### config.mk
export PLATFORM = sky130hd
export DESIGN_NAME = osc_switch_seq
export DESIGN_NICKNAME = d
export VERILOG_FILES = /design/src/rtl/osc_seq_pkg.sv /design/src/rtl/osc_trim_slot.sv /design/src/rtl/osc_wait_timer.sv /design/src/rtl/osc_switch_seq.sv
export SDC_FILE = /design/constraint.sdc
export NUM_CORES = 1
export LEC_CHECK = 0
export ABC_AREA = 1
export BUFFER_PORTS_ARGS = -buffer_cell sky130_fd_sc_hd__buf_4
export CORE_UTILIZATION = 54
export DETAILED_ROUTE_END_ITERATION = 16
export GPL_TIMING_DRIVEN = 0
export PLACE_DENSITY = 0.84
export SLEW_MARGIN = 15
export SYNTH_ARGS = -nofsm -noshare
export SYNTH_HDL_FRONTEND = slang
export SYNTH_SLANG_ARGS = --single-unit
### constraint.sdc
create_clock -name clk -period 1.9 [get_ports clk]
set_clock_uncertainty 0.15 [all_clocks]
set_input_delay 0 -clock clk [delete_from_list [all_inputs] [get_ports clk]]
set_output_delay 0 -clock clk [all_outputs]
set_load 0.005 [all_outputs]
### src/rtl/osc_seq_pkg.sv
package osc_seq_pkg;
  localparam logic [1:0] SRC_RC  = 2'b00;
  localparam logic [1:0] SRC_RCT = 2'b01;
  localparam logic [1:0] SRC_XTL = 2'b10;

  typedef enum logic [1:0] {PICK_AON, PICK_FUSE, PICK_CAL, PICK_KEEP} rc_pick_t;

  typedef enum logic [3:0] {
    ST_IDLE, ST_PREP, ST_PICK, ST_CAL, ST_XCLR, ST_XKEY, ST_XWAIT,
    ST_TCLR, ST_TWR, ST_TSET, ST_ARM, ST_SCLR, ST_SWR, ST_SSET, ST_FIN
  } seq_st_t;

  // next hop: a move between untrimmed RC and crystal stops on trimmed RC
  function automatic logic [1:0] hop_target(input logic [1:0] cur, input logic [1:0] tgt);
    if (tgt != SRC_RCT && cur != SRC_RCT && tgt != cur) return SRC_RCT;
    return tgt;
  endfunction

  function automatic rc_pick_t pick_rc_source(input logic aon_v, input logic fuse_v,
                                              input logic skip);
    if (aon_v)  return PICK_AON;
    if (fuse_v) return PICK_FUSE;
    if (skip)   return PICK_KEEP;
    return PICK_CAL;
  endfunction
endpackage

### src/rtl/osc_trim_slot.sv
module osc_trim_slot #(
  parameter int W = 8
) (
  input  logic         clk,
  input  logic         rst_n,
  input  logic         clr_hold,
  input  logic         wr,
  input  logic         set_hold,
  input  logic [W-1:0] wr_code,
  output logic [W-1:0] code,
  output logic         en,
  output logic         hold
);
  always_ff @(posedge clk or negedge rst_n) begin
    if (!rst_n) begin
      code <= '0;
      en   <= 1'b0;
      hold <= 1'b1;
    end else begin
      if (clr_hold) hold <= 1'b0;
      if (set_hold) hold <= 1'b1;
      if (wr && !hold) begin
        code <= wr_code;
        en   <= 1'b1;
      end
    end
  end

  AST_TRIM_UNDER_HOLD: assert property (@(posedge clk) disable iff (!rst_n)
    !$stable(code) |-> !$past(hold));
endmodule

### src/rtl/osc_wait_timer.sv
module osc_wait_timer #(
  parameter int LIMIT = 1000
) (
  input  logic clk,
  input  logic rst_n,
  input  logic run,
  output logic expired
);
  localparam int CW = $clog2(LIMIT + 1);
  localparam logic [CW-1:0] LIM_C = CW'(LIMIT);

  logic [CW-1:0] cnt;

  always_ff @(posedge clk or negedge rst_n) begin
    if (!rst_n)             cnt <= '0;
    else if (!run)          cnt <= '0;
    else if (cnt != LIM_C)  cnt <= cnt + 1'b1;
  end

  assign expired = run && (cnt == LIM_C);

  AST_TIMER_BOUND: assert property (@(posedge clk) disable iff (!rst_n)
    cnt <= LIM_C);
endmodule

### src/rtl/osc_switch_seq.sv
module osc_switch_seq
  import osc_seq_pkg::*;
#(
  parameter int TRIM_W  = 8,
  parameter int KEY_W   = 8,
  parameter logic [KEY_W-1:0] XKEY = 8'hC3,
  parameter int TIMEOUT = 1000
) (
  input  logic              clk,
  input  logic              rst_n,
  input  logic              req_valid,
  input  logic [1:0]        req_target,
  input  logic              req_skip_cal,
  output logic              busy,
  output logic              done,
  output logic              err,
  output logic              untrimmed,
  output logic [1:0]        sel,
  output logic              sel_hold,
  output logic [2:0]        src_pwr_en,
  output logic [2:0]        mux_ready_b,
  input  logic              aon_rc_valid,
  input  logic [TRIM_W-1:0] aon_rc_code,
  input  logic              fuse_rc_valid,
  input  logic [TRIM_W-1:0] fuse_rc_code,
  output logic [TRIM_W-1:0] rc_trim_code,
  output logic              rc_trim_en,
  output logic              rc_trim_hold,
  output logic              cal_req,
  input  logic              cal_done,
  input  logic [TRIM_W-1:0] cal_code,
  output logic [KEY_W-1:0]  xfsm_en,
  input  logic              xfsm_done,
  input  logic              xfsm_fail,
  input  logic [TRIM_W-1:0] xfsm_trim,
  output logic [TRIM_W-1:0] xtal_trim_code,
  output logic              xtal_trim_en,
  output logic              xtal_trim_hold
);
  seq_st_t           st;
  logic [1:0]        step_tgt, final_tgt;
  logic              step_skip, final_skip;
  logic              dst_xtal;
  logic [TRIM_W-1:0] stage;
  logic              wait_run, wait_expired;
  logic              trim_clr, trim_wr, trim_set;
  rc_pick_t          rc_pick;

  assign rc_pick  = pick_rc_source(aon_rc_valid, fuse_rc_valid, step_skip);
  assign wait_run = (st == ST_CAL) || (st == ST_XWAIT);
  assign trim_clr = (st == ST_TCLR);
  assign trim_wr  = (st == ST_TWR);
  assign trim_set = (st == ST_TSET);
  assign busy     = (st != ST_IDLE);
  assign done     = (st == ST_FIN);
  assign cal_req  = (st == ST_CAL);

  osc_wait_timer #(.LIMIT(TIMEOUT)) u_timer (
    .clk(clk), .rst_n(rst_n), .run(wait_run), .expired(wait_expired));

  osc_trim_slot #(.W(TRIM_W)) u_rc_trim (
    .clk(clk), .rst_n(rst_n),
    .clr_hold(trim_clr && !dst_xtal), .wr(trim_wr && !dst_xtal),
    .set_hold(trim_set && !dst_xtal), .wr_code(stage),
    .code(rc_trim_code), .en(rc_trim_en), .hold(rc_trim_hold));

  osc_trim_slot #(.W(TRIM_W)) u_xtal_trim (
    .clk(clk), .rst_n(rst_n),
    .clr_hold(trim_clr && dst_xtal), .wr(trim_wr && dst_xtal),
    .set_hold(trim_set && dst_xtal), .wr_code(stage),
    .code(xtal_trim_code), .en(xtal_trim_en), .hold(xtal_trim_hold));

  always_ff @(posedge clk or negedge rst_n) begin
    if (!rst_n) begin
      st          <= ST_IDLE;
      step_tgt    <= SRC_RC;
      final_tgt   <= SRC_RC;
      step_skip   <= 1'b0;
      final_skip  <= 1'b0;
      dst_xtal    <= 1'b0;
      stage       <= '0;
      err         <= 1'b0;
      untrimmed   <= 1'b0;
      sel         <= SRC_RC;
      sel_hold    <= 1'b1;
      src_pwr_en  <= 3'b001;
      mux_ready_b <= 3'b110;
      xfsm_en     <= '0;
    end else begin
      unique case (st)
        ST_IDLE: if (req_valid) begin
          err        <= 1'b0;
          untrimmed  <= 1'b0;
          final_tgt  <= req_target;
          final_skip <= req_skip_cal;
          if (req_target == 2'b11) begin
            err <= 1'b1;
            st  <= ST_FIN;
          end else if (req_target == sel) begin
            st <= ST_SSET;
          end else begin
            step_tgt  <= hop_target(sel, req_target);
            step_skip <= (hop_target(sel, req_target) != req_target) ? 1'b1 : req_skip_cal;
            st        <= ST_PREP;
          end
        end
        ST_PREP: begin
          mux_ready_b[step_tgt] <= 1'b1;
          src_pwr_en[step_tgt]  <= 1'b1;
          st <= ST_PICK;
        end
        ST_PICK: begin
          if (step_tgt == SRC_RC) begin
            st <= ST_ARM;
          end else if (step_tgt == SRC_RCT) begin
            dst_xtal <= 1'b0;
            unique case (rc_pick)
              PICK_AON:  begin stage <= aon_rc_code;  st <= ST_TCLR; end
              PICK_FUSE: begin stage <= fuse_rc_code; st <= ST_TCLR; end
              PICK_CAL:  st <= ST_CAL;
              default:   begin untrimmed <= 1'b1; st <= ST_ARM; end
            endcase
          end else begin
            dst_xtal <= 1'b1;
            if (xfsm_done) begin
              stage <= xfsm_trim;
              err   <= xfsm_fail;
              st    <= ST_TCLR;
            end else begin
              st <= ST_XCLR;
            end
          end
        end
        ST_CAL: begin
          if (cal_done) begin
            stage <= cal_code;
            st    <= ST_TCLR;
          end else if (wait_expired) begin
            err <= 1'b1;
            st  <= ST_FIN;
          end
        end
        ST_XCLR: begin xfsm_en <= '0;   st <= ST_XKEY;  end
        ST_XKEY: begin xfsm_en <= XKEY; st <= ST_XWAIT; end
        ST_XWAIT: begin
          if (xfsm_done) begin
            stage <= xfsm_trim;
            err   <= xfsm_fail;
            st    <= ST_TCLR;
          end else if (wait_expired) begin
            err <= 1'b1;
            st  <= ST_FIN;
          end
        end
        ST_TCLR: st <= ST_TWR;
        ST_TWR:  st <= ST_TSET;
        ST_TSET: st <= ST_ARM;
        ST_ARM: begin
          mux_ready_b[step_tgt] <= 1'b0;
          st <= ST_SCLR;
        end
        ST_SCLR: begin sel_hold <= 1'b0; st <= ST_SWR; end
        ST_SWR:  begin sel <= step_tgt;  st <= ST_SSET; end
        ST_SSET: begin
          sel_hold <= 1'b1;
          if (sel != final_tgt) begin
            step_tgt  <= final_tgt;
            step_skip <= final_skip;
            st        <= ST_PREP;
          end else begin
            st <= ST_FIN;
          end
        end
        default: st <= ST_IDLE;
      endcase
    end
  end

  AST_SEL_HOLD_LOW: assert property (@(posedge clk) disable iff (!rst_n)
    !$stable(sel) |-> !$past(sel_hold));
  AST_NO_DIRECT_HOP: assert property (@(posedge clk) disable iff (!rst_n)
    !$stable(sel) |-> (sel == SRC_RCT || $past(sel) == SRC_RCT));
  AST_READY_BEFORE_SEL: assert property (@(posedge clk) disable iff (!rst_n)
    !$stable(sel) |-> (!mux_ready_b[sel] && src_pwr_en[sel]));
  AST_KEY_AFTER_CLEAR: assert property (@(posedge clk) disable iff (!rst_n)
    (xfsm_en == XKEY && !$stable(xfsm_en)) |-> $past(xfsm_en) == '0);
  AST_DONE_PULSE: assert property (@(posedge clk) disable iff (!rst_n)
    done |=> !done);
  AST_BAD_TARGET: assert property (@(posedge clk) disable iff (!rst_n)
    (st == ST_IDLE && req_valid && req_target == 2'b11) |=> (done && err && $stable(sel)));
endmodule

==> key figures <==
Cells and area
  • Ant. Diodes: 0
  • Share of post-route cells with drive strength above 1: 23.11%
  • Commonest non-fill, non-tap cell in the layout: nand2_1
  • Most frequent cells in the layout: 147 x nand2_1, 88 x buf_4, 56 x nor2_1
  • Multi-input gate area: 1642 µm²
  • Nets: 650
  • Layout area overhead: 35.81%
  • Fillers: 454
  • Register Area: 1534 µm²

STA
  • Minimum hold slack: 26.85 ps
  • Fmax: 559.1 MHz
  • Min Tclk post-route: 1789 ps
  • Slew Viols, Final: 0
  • Final Hold Viols: 0
  • Final setup viols: 0
  • Final WS setup: 111.3 ps
  • Rel. slew slack: 47.90%
  • Slew @ Worst Pin: 781.4 ps
  • RSZ-0062 raised after global routing: yes
  • Fin crit share: 94.14%

Global route
  • GR Overflow Total: 0
  • Met3 Use GR: 7.556%
  • First-pass GRT wire length: 15.55 mm
  • Largest net degree at the start of global routing: 62
  • Met2 Usage GRT: 50.41%
  • Initial antenna violation count: 0
  • Global-route usage over all layers: 30.92%
  • GRT Max-Usage Layer: met2
  • Global-route met1 utilization: 38.85%
  • Vias in the first global route: 3360

Clock tree
  • Setup Buffers After CTS: 0
  • CTS buffer count: 9
  • H-Tree Depth: 3
  • CTS tree: built
  • Worst skew pair latency: 350 ps
  • TritonCTS sink count: 61
  • Root buffer cell: clkbuf_8
  • Clock transition at path regs: 90 ps
  • Clock Path Buffers: 2

Power and ir drop
  • Sw frac: 43.69%
  • Pleak: 2.460 nW
  • Clock share of power: 15.8%
  • Sequential power share: 33.1%
  • Switch Pwr: 2.930 mW
  • Pwr/cell area: 1426 nW/µm²
  • Tot Pwr: 6.704 mW
  • Worst vdd ir: 0.9381 mV
  • Total internal power: 3.775 mW
  • Combinational fraction of design power: 51.1%

Worst setup path
  • R2R depth: 7
  • CP endpoint: u_xtal_trim.code[3]$_DFFE_PN0P_
  • Critical path class: flop to flop
  • Setup crit start: st[2]$_DFFE_PN0P_
  • Worst Path Required: 1970 ps
  • Reg2reg end: u_xtal_trim.code[3]$_DFFE_PN0P_
  • Worst EP arrival: 1860 ps
  • FF-to-FF Start: st[2]$_DFFE_PN0P_
  • Critical Path Source Type: flop
  • Critical path capture point type: flop
  • Crit Path Max Fanout: 10
  • Flop2flop setup slack: 110 ps

Floorplanning
  • Die area: 6735 µm²
  • Initial Util: 57.12%
  • I/O pin cnt: 85
  • Die W: 82.07 µm
  • Core ar.: 6061 µm²
  • FP Rows: 28
  • Die Y: 82.07 µm

Yosys
  • Ys Warns: 0
  • Synth cell types: 35
  • Ys async rst share: 100.0%
  • Synth Area in Adders: 0.7228%
  • Yosys reg bits: 61
  • Mux share of post-synthesis cell area: 0.3253%
  • Sequential element share of the synthesized area: 44.31%
  • Synth Instances: 477
  • Dominant synthesized flop cell: dfrtp_1
  • Post-synthesis xor/xnor area fraction: 0%
  • Largest family of logic cells by synthesized area: simple AND/OR/NAND/NOR gates
  • Mapped cell area: 3462 µm²
  • Simple-gate share of the synthesized area: 32.13%
  • Compound-Gate Fraction of Synth Area: 13.37%
  • Syn_area_per_cell: 7.258 µm²
  • Number of synthesized flops with an enable pin: 0

Route
  • Detailed Route WL: 9.771 mm
  • Vias: 3671
  • Post-route ant nets: 0
  • Initial DRC count: 188
  • First-pass DRT Iterations: 6
  • DRC: 0
  • Wire per inst: 14.26 µm
  • Vias per inst: 5.359

Hold path
  • Hold path start: xfsm_trim[0]
  • Hold Crit Class: input port to flop

Place
  • Placer congestion estimate: 0.9121
  • Final HPWL DP: 6.575 mm
  • Dpl ws: 66.86 ps
  • Count of input and output buffers: 80

Run
  • Reported max-cap violation count: 0

Run status
  • Status: finished clean
worst max-delay path, stage by stage (launching register included):
cell	delay, ps
dfrtp_1	430
inv_2	100
nand2_1	170
nor2_1	210
nand2_1	230
buf_2	250
nand2_1	60
o21ai_0	80
cell families after synthesis:
logic type | count (synthesis)
simple gates | 259
compound gates | 82
buf+inv | 71
flops | 61
fa+ha+maj | 2
mux | 1
other cells | 1
metrics by stage:
step / utilization, % / setup TNS (ps) / instances / cell area, µm²
floorplan: - / 0 / 480 / 3473
global placement: 68.77 / 0 / 635 / 4168
detailed placement: 68.77 / 0 / 635 / 4168
CTS: 77.29 / 0 / 685 / 4684
global route: 77.58 / -153.7 / 685 / 4702
finish: 77.58 / 0 / 685 / 4702
power by group through the flow:
| stage | logic, mW | clock network [mW] | registers, mW |
|---|---|---|---|
| 6_report | 3.43 | 1.06 | 2.22 |
| 4_1_cts | 3.32 | 1.06 | 2.21 |
| 5_1_grt | 3.85 | 1.12 | 2.28 |
| 3_5_place_dp | 3.25 | 0 | 2.23 |
| 3_3_place_gp | 3.17 | 0 | 2.21 |
| 2_1_floorplan | 2.07 | 0 | 2.20 |
synthesized netlist by cell type, types with 3 or more instances:
master	n	area, µm²
inv_1	48	180.2
inv_2	4	15.01
buf_4	8	60.06
nor3_1	3	15.01
buf_2	5	25.02
dfrtp_1	55	1376
a21oi_1	13	65.06
nand2_1	147	551.8
a22oi_1	10	75.07
nor2_2	3	18.77
o21ai_0	53	265.3
nand2_2	5	31.28
nand3_1	34	170.2
dfstp_2	6	157.7
nor2_1	56	210.2
routing by layer:
metal	part of all wire [%]	wire length, µm
met1	43	4156
met2	49	4763
met3	5.6	548
met4	3.1	301
met5	0	0
state kept, by name, indices dropped and copies added, names as in the netlist, named ones only:
signal            count
u_rc_trim.hold        1
src_pwr_en            3
final_skip            1
final_tgt             2
u_xtal_trim.en        1
u_timer.cnt          10
stage                 8
dst_xtal              1
xfsm_en               1
u_xtal_trim.code      8
untrimmed             1
u_xtal_trim.hold      1
step_tgt              2
sel_hold              1
err                   1
u_rc_trim.en          1
st                    4
u_rc_trim.code        8
sel                   2
step_skip             1
layout make-up:
class | count | share of cell area [%]
multi-input combinational | 348 | 34.91
sequential | 61 | 32.62
timing repair buffer | 114 | 20.01
inverter | 55 | 4.444
clock buffer | 9 | 2.634
buffer | 16 | 2.262
tap | 75 | 1.996
clock inverter | 7 | 1.118
timing repair:
action	in CTS	in global routing
endpoints found under the hold margin	73	0
gates resized for setup	0	4
setup endpoints to repair	0	15
hold buffers	34	0
how the worst min path moves through the flow:
stage,endpoint,slack [ps],cells after the start
final,stage[0]$_DFFE_PN0P_,30,7
after global routing,stage[7]$_DFFE_PN0P_,70,7
after CTS,stage[0]$_DFFE_PN0P_,2,7
after detailed placement,u_timer.cnt[4]$_DFFE_PN0N_,-20,1
after global placement,u_timer.cnt[2]$_DFFE_PN0N_,-30,1
after floorplan,asynchronous set/reset pin,-450,0
(Power assumes the default switching activity.)
